`src/rtl/qas_pkg.sv`:
```
package qas_pkg;
  localparam logic [5:0] MAJ_BASIC   = 6'd4;
  localparam logic [5:0] MAJ_EXT_ADD = 6'd30;
  localparam logic [5:0] MAJ_EXT_SUB = 6'd31;
  localparam logic [5:0] MIN_ADD     = 6'd4;
  localparam logic [5:0] MIN_ADDC    = 6'd5;
  localparam logic [5:0] MIN_SUB     = 6'd20;
  localparam logic [5:0] MIN_SUBC    = 6'd21;

  typedef enum logic [1:0] {
    CIN_ZERO = 2'd0,
    CIN_ONE  = 2'd1,
    CIN_SRCC = 2'd2
  } cin_sel_e;

  typedef struct packed {
    logic     illegal;
    logic     invert_b;
    logic     carry_only;
    cin_sel_e cin_sel;
  } qas_ctrl_t;
endpackage

```
`src/rtl/qas_decode.sv`:
```
module qas_decode
  import qas_pkg::*;
(
  input  logic [5:0] op_major,
  input  logic [5:0] op_minor,
  output qas_ctrl_t  ctrl
);
  always_comb begin
    ctrl = '{illegal: 1'b0, invert_b: 1'b0, carry_only: 1'b0, cin_sel: CIN_ZERO};
    unique case (op_major)
      MAJ_BASIC: begin
        unique case (op_minor)
          MIN_ADD:  ctrl.cin_sel = CIN_ZERO;
          MIN_ADDC: ctrl.carry_only = 1'b1;
          MIN_SUB: begin
            ctrl.invert_b = 1'b1;
            ctrl.cin_sel  = CIN_ONE;
          end
          MIN_SUBC: begin
            ctrl.invert_b   = 1'b1;
            ctrl.cin_sel    = CIN_ONE;
            ctrl.carry_only = 1'b1;
          end
          default: ctrl.illegal = 1'b1;
        endcase
      end
      MAJ_EXT_ADD: begin
        ctrl.cin_sel    = CIN_SRCC;
        ctrl.carry_only = op_minor[0];
      end
      MAJ_EXT_SUB: begin
        ctrl.invert_b   = 1'b1;
        ctrl.cin_sel    = CIN_SRCC;
        ctrl.carry_only = op_minor[0];
      end
      default: ctrl.illegal = 1'b1;
    endcase
  end
endmodule

```
`src/rtl/qas_slice.sv`:
```
module qas_slice #(
  parameter int W = 64
) (
  input  logic [W-1:0] a,
  input  logic [W-1:0] b,
  input  logic         cin,
  output logic [W-1:0] sum,
  output logic         cout
);
  logic [W:0] full;
  always_comb begin
    full = {1'b0, a} + {1'b0, b} + {{W{1'b0}}, cin};
    sum  = full[W-1:0];
    cout = full[W];
  end
endmodule

```
`src/rtl/qas_core.sv`:
```
module qas_core
  import qas_pkg::*;
#(
  parameter int WIDTH  = 128,
  parameter int SLICES = 2
) (
  input  qas_ctrl_t        ctrl,
  input  logic [WIDTH-1:0] a,
  input  logic [WIDTH-1:0] b,
  input  logic             c_lsb,
  output logic [WIDTH-1:0] result
);
  localparam int SW = WIDTH / SLICES;

  logic [WIDTH-1:0] b_eff;
  logic [WIDTH-1:0] sum;
  logic [SLICES:0]  chain;

  always_comb begin
    b_eff = ctrl.invert_b ? ~b : b;
    unique case (ctrl.cin_sel)
      CIN_ONE:  chain[0] = 1'b1;
      CIN_SRCC: chain[0] = c_lsb;
      default:  chain[0] = 1'b0;
    endcase
  end

  for (genvar g = 0; g < SLICES; g++) begin : g_slice
    qas_slice #(.W(SW)) u_slice (
      .a    (a[g*SW +: SW]),
      .b    (b_eff[g*SW +: SW]),
      .cin  (chain[g]),
      .sum  (sum[g*SW +: SW]),
      .cout (chain[g+1])
    );
  end

  always_comb begin
    if (ctrl.illegal)         result = '0;
    else if (ctrl.carry_only) result = {{(WIDTH-1){1'b0}}, chain[SLICES]};
    else                      result = sum;
  end
endmodule

```
`src/rtl/qas_unit.sv`:
```
module qas_unit
  import qas_pkg::*;
#(
  parameter int WIDTH  = 128,
  parameter int SLICES = 2
) (
  input  logic             clk,
  input  logic             rst,
  input  logic             in_valid,
  output logic             in_ready,
  input  logic [5:0]       op_major,
  input  logic [5:0]       op_minor,
  input  logic [WIDTH-1:0] src_a,
  input  logic [WIDTH-1:0] src_b,
  input  logic [WIDTH-1:0] src_c,
  output logic             out_valid,
  input  logic             out_ready,
  output logic [WIDTH-1:0] out_result,
  output logic             out_illegal
);
  qas_ctrl_t        ctrl;
  logic [WIDTH-1:0] comb_result;

  qas_decode u_dec (
    .op_major (op_major),
    .op_minor (op_minor),
    .ctrl     (ctrl)
  );

  qas_core #(.WIDTH(WIDTH), .SLICES(SLICES)) u_core (
    .ctrl   (ctrl),
    .a      (src_a),
    .b      (src_b),
    .c_lsb  (src_c[0]),
    .result (comb_result)
  );

  assign in_ready = !out_valid || out_ready;

  always_ff @(posedge clk) begin
    if (rst) begin
      out_valid   <= 1'b0;
      out_result  <= '0;
      out_illegal <= 1'b0;
    end else if (in_ready) begin
      out_valid <= in_valid;
      if (in_valid) begin
        out_result  <= comb_result;
        out_illegal <= ctrl.illegal;
      end
    end
  end
endmodule

```
`config.mk`:
```
export PLATFORM = sky130hd
export DESIGN_NAME = qas_unit
export DESIGN_NICKNAME = d
export VERILOG_FILES = /design/src/rtl/qas_pkg.sv /design/src/rtl/qas_decode.sv /design/src/rtl/qas_slice.sv /design/src/rtl/qas_core.sv /design/src/rtl/qas_unit.sv
export SDC_FILE = /design/constraint.sdc
export NUM_CORES = 1
export LEC_CHECK = 0
export BUFFER_PORTS_ARGS = -buffer_cell sky130_fd_sc_hd__buf_2
export CAP_MARGIN = 10
export CORE_AREA = 2 2 206 208
export CTS_BUF_LIST = sky130_fd_sc_hd__clkbuf_8
export DETAILED_ROUTE_END_ITERATION = 6
export DIE_AREA = 0 0 208 210
export GPL_TIMING_DRIVEN = 1
export PLACE_DENSITY_LB_ADDON = 0.25
export SLEW_MARGIN = 5
export SYNTH_ARGS = -nofsm -noshare
export SYNTH_HDL_FRONTEND = slang
export SYNTH_SLANG_ARGS = --single-unit
```
`constraint.sdc`:
```
create_clock -name clk -period 9.9 [get_ports clk]
set_input_delay 0.495 -clock clk [delete_from_list [all_inputs] [get_ports clk]]
set_output_delay 0.495 -clock clk [all_outputs]
set_load 0.005 [all_outputs]
```
==> impl_metrics.env, run 1 <==
export IMPL_run_status="complete, no violations"
export IMPL_grt_first_pass_wirelength_mm=74.4
export IMPL_achievable_frequency_mhz=116
export IMPL_cp_num_cells=33
export IMPL_cts_root_buf="clkbuf_8"
export IMPL_worstRegToRegCells=7
export IMPL_syn_nets=2233
export IMPL_yosys_area_share_xor_xnor_pct=16.0
export IMPL_yosys_top_cells_area="dfxtp_1, ha_1, xor2_1, a21oi_1, o21ai_0"
export IMPL_detailedRoute_firstPassIterationCount=5
export IMPL_fp_dieW_um=208
export IMPL_detail_route_drc_violations=0
export IMPL_holdPathStages=3
export IMPL_report_final_setup_viol=0
export IMPL_hold_start="in_valid"
export IMPL_grt_start_max_net_pins=74
export IMPL_dieHeight_um=210
export IMPL_global_route_usage_total_pct=21.6
export IMPL_timing_max_slew_rel_slack_pct=35.4
export IMPL_stdcell_count=2596
export IMPL_post_dp_hpwl_mm=37.8
export IMPL_core_rowCount=75
export IMPL_post_place_cells=2560
export IMPL_ctsResizeCount=0
export IMPL_syn_instance_count=1701
export IMPL_ys_dominant_reg_cell="dfxtp_1"
export IMPL_timing_critical_path_required_ns=10.31
export IMPL_gp_congestion=0.911
export IMPL_max_slew_worst_pin_slew_ns=0.969
export IMPL_final_antenna_net_count=0
export IMPL_first_global_vias=13500
export IMPL_yosysTopAreaCellShare_pct=19.9
export IMPL_worst_setup_path_type="input port to flip-flop"
export IMPL_cts_tree="yes"
export IMPL_cpMostUsedCell="fa_1"
export IMPL_part_of_the_cycle_the_worst_path_needs_pct=87.2
export IMPL_drive_above_1_share_pct=23.4
export IMPL_sequential_cell_area_fraction_in_the_yosys_report_pct=19.9
export IMPL_starting_density_of_the_core_pct=31.5
export IMPL_combinational_family_with_the_most_area_after_synthesis="compound AO/OA/AOI/OAI gates"
export IMPL_synth_enable_flop_cells=0
export IMPL_placement_setup_worst_slack_ns=0.706
export IMPL_peakVddDrop_mv=0.0859
export IMPL_worst_path_dominant_cell_family="compound AO/OA/AOI/OAI gates"
export IMPL_clk_path_buf_depth=2
export IMPL_most_frequently_used_cell_type_in_the_post_synthesis_netlist="xor2_1"
export IMPL_min_delay_path_class="input port to flip-flop"
export IMPL_worst_path_max_fanout=6
export IMPL_core_area_um2=41500
export IMPL_clkSlewWorstSetupHoldPaths_ns=0.08
export IMPL_yosysUniqueCellTypes=90
export IMPL_fin_skew_ns=0.0122
export IMPL_reg2reg_from="out_valid"
export IMPL_routed_wl_mm=48.1
export IMPL_placedInstanceArea_um2=15500
export IMPL_layout_cell_area_non_filler_um2=16000
export IMPL_synth_compound_gate_area_share_pct=30.4
export IMPL_synthSimpleGateAreaFrac_pct=16.3
export IMPL_vias_per_cell=5.32
export IMPL_synth_area_um2=13100
export IMPL_grt_setup_unrepaired="no"
export IMPL_synth_seq_cells=130
export IMPL_cts_hold_buffers=0
export IMPL_layout_min_cycle_time_ns=8.63
export IMPL_worstPathArrival_ns=9.04
export IMPL_cts_buffers_inserted=17
export IMPL_post_synth_fa_ha_maj_area_fraction_pct=12.9
export IMPL_post_synth_mux_area_share_pct=0.306
export IMPL_clock_insertion_delay_worst_skew_ns=0.52
export IMPL_slowest_delay_ns=0.62
export IMPL_drv_cap=0
export IMPL_power_per_cell_area_nw_per_um2=112
export IMPL_placement_io_buffers=403
export IMPL_critical_path_n_buffers_inverters=4
export IMPL_top_level_pins=531
export IMPL_synth_largest_area_cell="dfxtp_1"
export IMPL_final_hold_violation_count=0
export IMPL_power_static_leakage_nw=7.69
export IMPL_synthTopCellsByCount="xor2_1, nand2_1, nor2_1"
export IMPL_crit_path_top_delay_cell="nor3_1"
export IMPL_num_vias=13800
export IMPL_post_synth_cell_area_avg_um2=7.68
export IMPL_cp_startpoint="op_major[1]"
export IMPL_start_kind="input port"
export IMPL_area_growth_synth_to_final_pct=22.1
export IMPL_clock_sinks=130
export IMPL_synth_warnings=0
export IMPL_timing_final_ws_setup_ns=1.27
export IMPL_dieArea_um2=43700
export IMPL_ctsHtreeMaxLevel=4
export IMPL_async_reset_ff_share_pct=0
export IMPL_detail_route_wl_per_cell_um=18.5
export IMPL_totalNegativeSetupSlack_ns=0
export IMPL_grt_antenna_before_repair=13
export IMPL_drtIter0Drc=704
export IMPL_report_final_slew_viol_count=0
export IMPL_cp_end_kind="flip-flop"
export IMPL_post_cts_setup_bufs=0
export IMPL_layout_nets=2572
export IMPL_grt_overflow_total=0
==> sequential cells by signal, summed over array words and instances, names as in the netlist <==
register / cells
out_illegal: 1
out_result: 128
out_valid: 1
==> logic make-up (layout without fill, tap and decap cells) <==
| group | Yosys count | in the layout |
|---|---|---|
| xor+xnor | 238 | 238 |
| compound gates | 594 | 594 |
| other cells | 0 | 5 |
| simple gates | 463 | 463 |
| fa+ha+maj | 132 | 132 |
| mux | 4 | 4 |
| buf+inv | 140 | 491 |
| flops | 130 | 130 |
==> cells in the final DEF (no fill, tap or decap), types with 9 or more instances in the layout <==
master    netlist  final
nor2_1        142    142
ha_1          128    128
o21a_1         14     14
nand4_1        34     34
nand2_1       155    153
or3_1          12     12
o31ai_1        11     11
a211oi_1       23     23
xnor2_1        60     60
nand2b_1       12     11
buf_4           0      9
nor3_1         28     27
a21oi_1       141    140
a22oi_1        53     53
xor2_1        178    178
o21ai_1        11     11
nor2b_1        11     11
inv_1          47     48
o21bai_1       30     30
a21o_1         79     79
o21ai_0       119    119
dfxtp_1       130    130
nand3_1        22     22
buf_2          15    403
a31oi_1        18     18
o211ai_1       12     12
clkbuf_8        0     20
==> cell type report <==
cell class	instances	area (um2)
inverter	47	176
clock buffer	20	275
multi-input combinational	1431	9950
timing repair buffer	413	2100
antenna	5	12.5
clock inverter	11	160
fill	4450	25500
tap	539	674
sequential	130	2600
==> power breakdown <==
| group | total [W] | switching (W) | internal [W] |
|---|---|---|---|
| Combinational | 0.000723 | 0.000430 | 0.000293 |
| Clock | 0.000539 | 0.000248 | 0.000290 |
| Sequential | 0.000526 | 0.00000126 | 0.000525 |
| Total | 0.00179 | 0.000680 | 0.00111 |
==> final timing paths <==
check | to | slack, ns
max | out_result[126] | 1.27
min | out_valid | 0.26
max reg2reg | out_result[61] | 7.61
min reg2reg | out_result[56] | 0.45
==> stage by stage <==
| stage | utilization (%) | hold slack (ns) | total power [W] |
|---|---|---|---|
| after floorplan | - | 0.442 | 0.00104 |
| after global placement | 37.4 | 0.435 | 0.00125 |
| after detailed placement | 37.4 | 0.438 | 0.00125 |
| after CTS | 38.4 | 0.204 | 0.00181 |
| after global routing | 38.4 | 0.235 | 0.00190 |
| final | 38.5 | 0.255 | 0.00179 |
==> layer usage <==
| metal | global-route usage, % | share of wire [%] | up-vias |
|---|---|---|---|
| met2 | 37.4 | 48 | 430 |
| met4 | 7.63 | 2.7 | 16 |
| met3 | 4.86 | 6.0 | 72 |
| met5 | 0 | 0.19 | - |
| li1 | - | - | 6864 |
| met1 | 26.3 | 43 | 6432 |
==> worst min-delay path, delay by kind of cell <==
family	cells	cell delay, ns
buffers and inverters	2	0.18
AO/OA/AOI/OAI	1	0.05
(Power assumes the default switching activity.)
==> run 2: changes to the inputs <==
--- a/config.mk
+++ b/config.mk
@@ -13,6 +13,7 @@
 export DIE_AREA = 0 0 208 210
 export GPL_TIMING_DRIVEN = 1
 export PLACE_DENSITY_LB_ADDON = 0.25
+export RECOVER_POWER = 50
 export SLEW_MARGIN = 5
 export SYNTH_ARGS = -nofsm -noshare
 export SYNTH_HDL_FRONTEND = slang
==> run 2 against run 1 <==
- the flow now finishes with violations (capacitance limit, slew limit)
- combinational power hardly changed
- non-clock buffer count unchanged
- clock skew fell by 0.0011 ns
==> impl_metrics.env, run 2 (synthesis gave the netlist of run 1 again) <==
export IMPL_worstPathArrival_ns=8.88
export IMPL_global_route_peak_usage_layer="met2"
export IMPL_core_rowCount=75
export IMPL_timing_max_slew_rel_slack_pct=-124
export IMPL_dieArea_um2=43700
export IMPL_area_growth_synth_to_final_pct=21.2
export IMPL_grt_setup_unrepaired="no"
export IMPL_timing_critical_path_required_ns=10.13
export IMPL_clock_insertion_delay_worst_skew_ns=0.52
export IMPL_run_status="complete, but fails checks"
export IMPL_grt_first_pass_wirelength_mm=74.4
export IMPL_power_static_leakage_nw=7.29
export IMPL_fillerInstances=4498
export IMPL_slowest_delay_ns=0.52
export IMPL_starting_density_of_the_core_pct=31.5
export IMPL_worst_path_max_fanout=21
export IMPL_reg2reg_from="out_valid"
export IMPL_top_level_pins=531
export IMPL_drive_above_1_share_pct=19.1
export IMPL_clkSlewWorstSetupHoldPaths_ns=0.09
export IMPL_cp_startpoint="op_major[1]"
export IMPL_drtIter0Drc=720
export IMPL_max_slew_worst_pin_slew_ns=3.36
export IMPL_cts_root_buf="clkbuf_8"
export IMPL_fp_dieW_um=208
export IMPL_post_cts_setup_bufs=0
export IMPL_detail_route_drc_violations=0
export IMPL_final_hold_violation_count=0
export IMPL_timing_final_ws_setup_ns=1.25
export IMPL_gp_congestion=0.911
export IMPL_drv_cap=1
export IMPL_cp_end_kind="flip-flop"
export IMPL_start_kind="input port"
export IMPL_routed_wl_mm=48.2
export IMPL_regMostFlops="out_result"
export IMPL_detail_route_wl_per_cell_um=18.6
export IMPL_top_regs="out_result x128, out_illegal x1, out_valid x1"
export IMPL_totalNegativeSetupSlack_ns=0
export IMPL_cts_buffers_inserted=17
export IMPL_placement_setup_worst_slack_ns=0.706
export IMPL_failed_checks="capacitance limit, slew limit"
export IMPL_groute_layer_met3_usage_pct=4.86
export IMPL_achievable_frequency_mhz=116
export IMPL_worst_setup_path_type="input port to flip-flop"
export IMPL_layout_cells_most_common_list="buf_2, xor2_1, nand2_1"
export IMPL_report_final_setup_viol=0
export IMPL_vias_per_cell=5.32
export IMPL_grt_antenna_before_repair=13
export IMPL_power_per_cell_area_nw_per_um2=113
export IMPL_clock_sinks=130
export IMPL_peakVddDrop_mv=0.0857
export IMPL_layout_min_cycle_time_ns=8.65
export IMPL_grt_start_max_net_pins=74
export IMPL_global_route_usage_total_pct=21.6
export IMPL_gr_usage_met1_pct=26.3
export IMPL_part_of_the_cycle_the_worst_path_needs_pct=87.4
export IMPL_detailedRoute_firstPassIterationCount=5
export IMPL_mostFrequentLayoutCell="buf_2"
export IMPL_grt_overflow_total=0
export IMPL_grt_use_met2_pct=37.4
export IMPL_final_antenna_net_count=0
export IMPL_core_area_um2=41500
export IMPL_largest_register_ffs=128
export IMPL_hold_start="in_valid"
export IMPL_dieHeight_um=210
export IMPL_num_vias=13800
export IMPL_ctsResizeCount=0
export IMPL_layout_nets=2572
export IMPL_min_delay_path_class="input port to flip-flop"
export IMPL_cts_hold_buffers=0
export IMPL_report_final_slew_viol_count=63
export IMPL_placement_io_buffers=403
export IMPL_post_dp_hpwl_mm=37.8
export IMPL_first_global_vias=13500
export IMPL_ctsHtreeMaxLevel=4
export IMPL_fin_skew_ns=0.0111
export IMPL_crit_path_top_delay_cell="or4b_1"
export IMPL_cts_tree="yes"
export IMPL_clk_path_buf_depth=2
[run 2: worst max-delay path, delay by kind of cell]
kind | cells | cell delay [ns]
buf+inv | 5 | 1.16
compound gates | 18 | 4.06
simple gates | 6 | 1.81
fa+ha+maj | 3 | 1.11
xor+xnor | 1 | 0.19
[run 2: metrics by stage]
step / cells / power [W] / instance area (um2) / util (%) / hold slack (ns)
final: 2596 / 0.00179 / 15800 / 38.2 / 0.256
after global routing: 2593 / 0.00190 / 15800 / 38.2 / 0.235
after CTS: 2591 / 0.00181 / 15900 / 38.4 / 0.204
after detailed placement: 2560 / 0.00125 / 15500 / 37.4 / 0.438
after global placement: 2560 / 0.00125 / 15500 / 37.4 / 0.435
after floorplan: 1701 / 0.00104 / 13100 / - / 0.442
[run 2: where the power goes]
part / switching (W) / internal (W) / total, W
Combinational: 0.000430 / 0.000292 / 0.000722
Sequential: 0.00000132 / 0.000525 / 0.000526
Clock: 0.000248 / 0.000290 / 0.000539
[run 2: worst paths after layout]
kind / slack [ns] / endpoint / cells past startpoint
worst min register to register: 0.45 / out_result[56] / 2
worst max register to register: 7.60 / out_result[61] / 7
worst max-delay path: 1.25 / out_result[0] / 33
worst min-delay path: 0.26 / out_valid / 3
[run 2: area by class of cell]
type / instances / area, um2 / area share [%]
Timing Repair Buffer: 413 / 1990 / 12.6
Tap cell: 539 / 674 / 4.26
Sequential cell: 130 / 2600 / 16.4
Antenna cell: 5 / 12.5 / 0.0790
Inverter: 47 / 176 / 1.11
Clock inverter: 11 / 160 / 1.01
Clock buffer: 20 / 275 / 1.74
Multi-Input combinational cell: 1431 / 9950 / 62.8
[run 2: routing by layer]
metal  share of wire, %  routed length, um  vias up
met5               0.22                105        -
met4                2.6               1260       16
met3                5.9               2860       70
met2                 48              23400      423
met1                 43              20600     6431
li1                   -                  -     6858
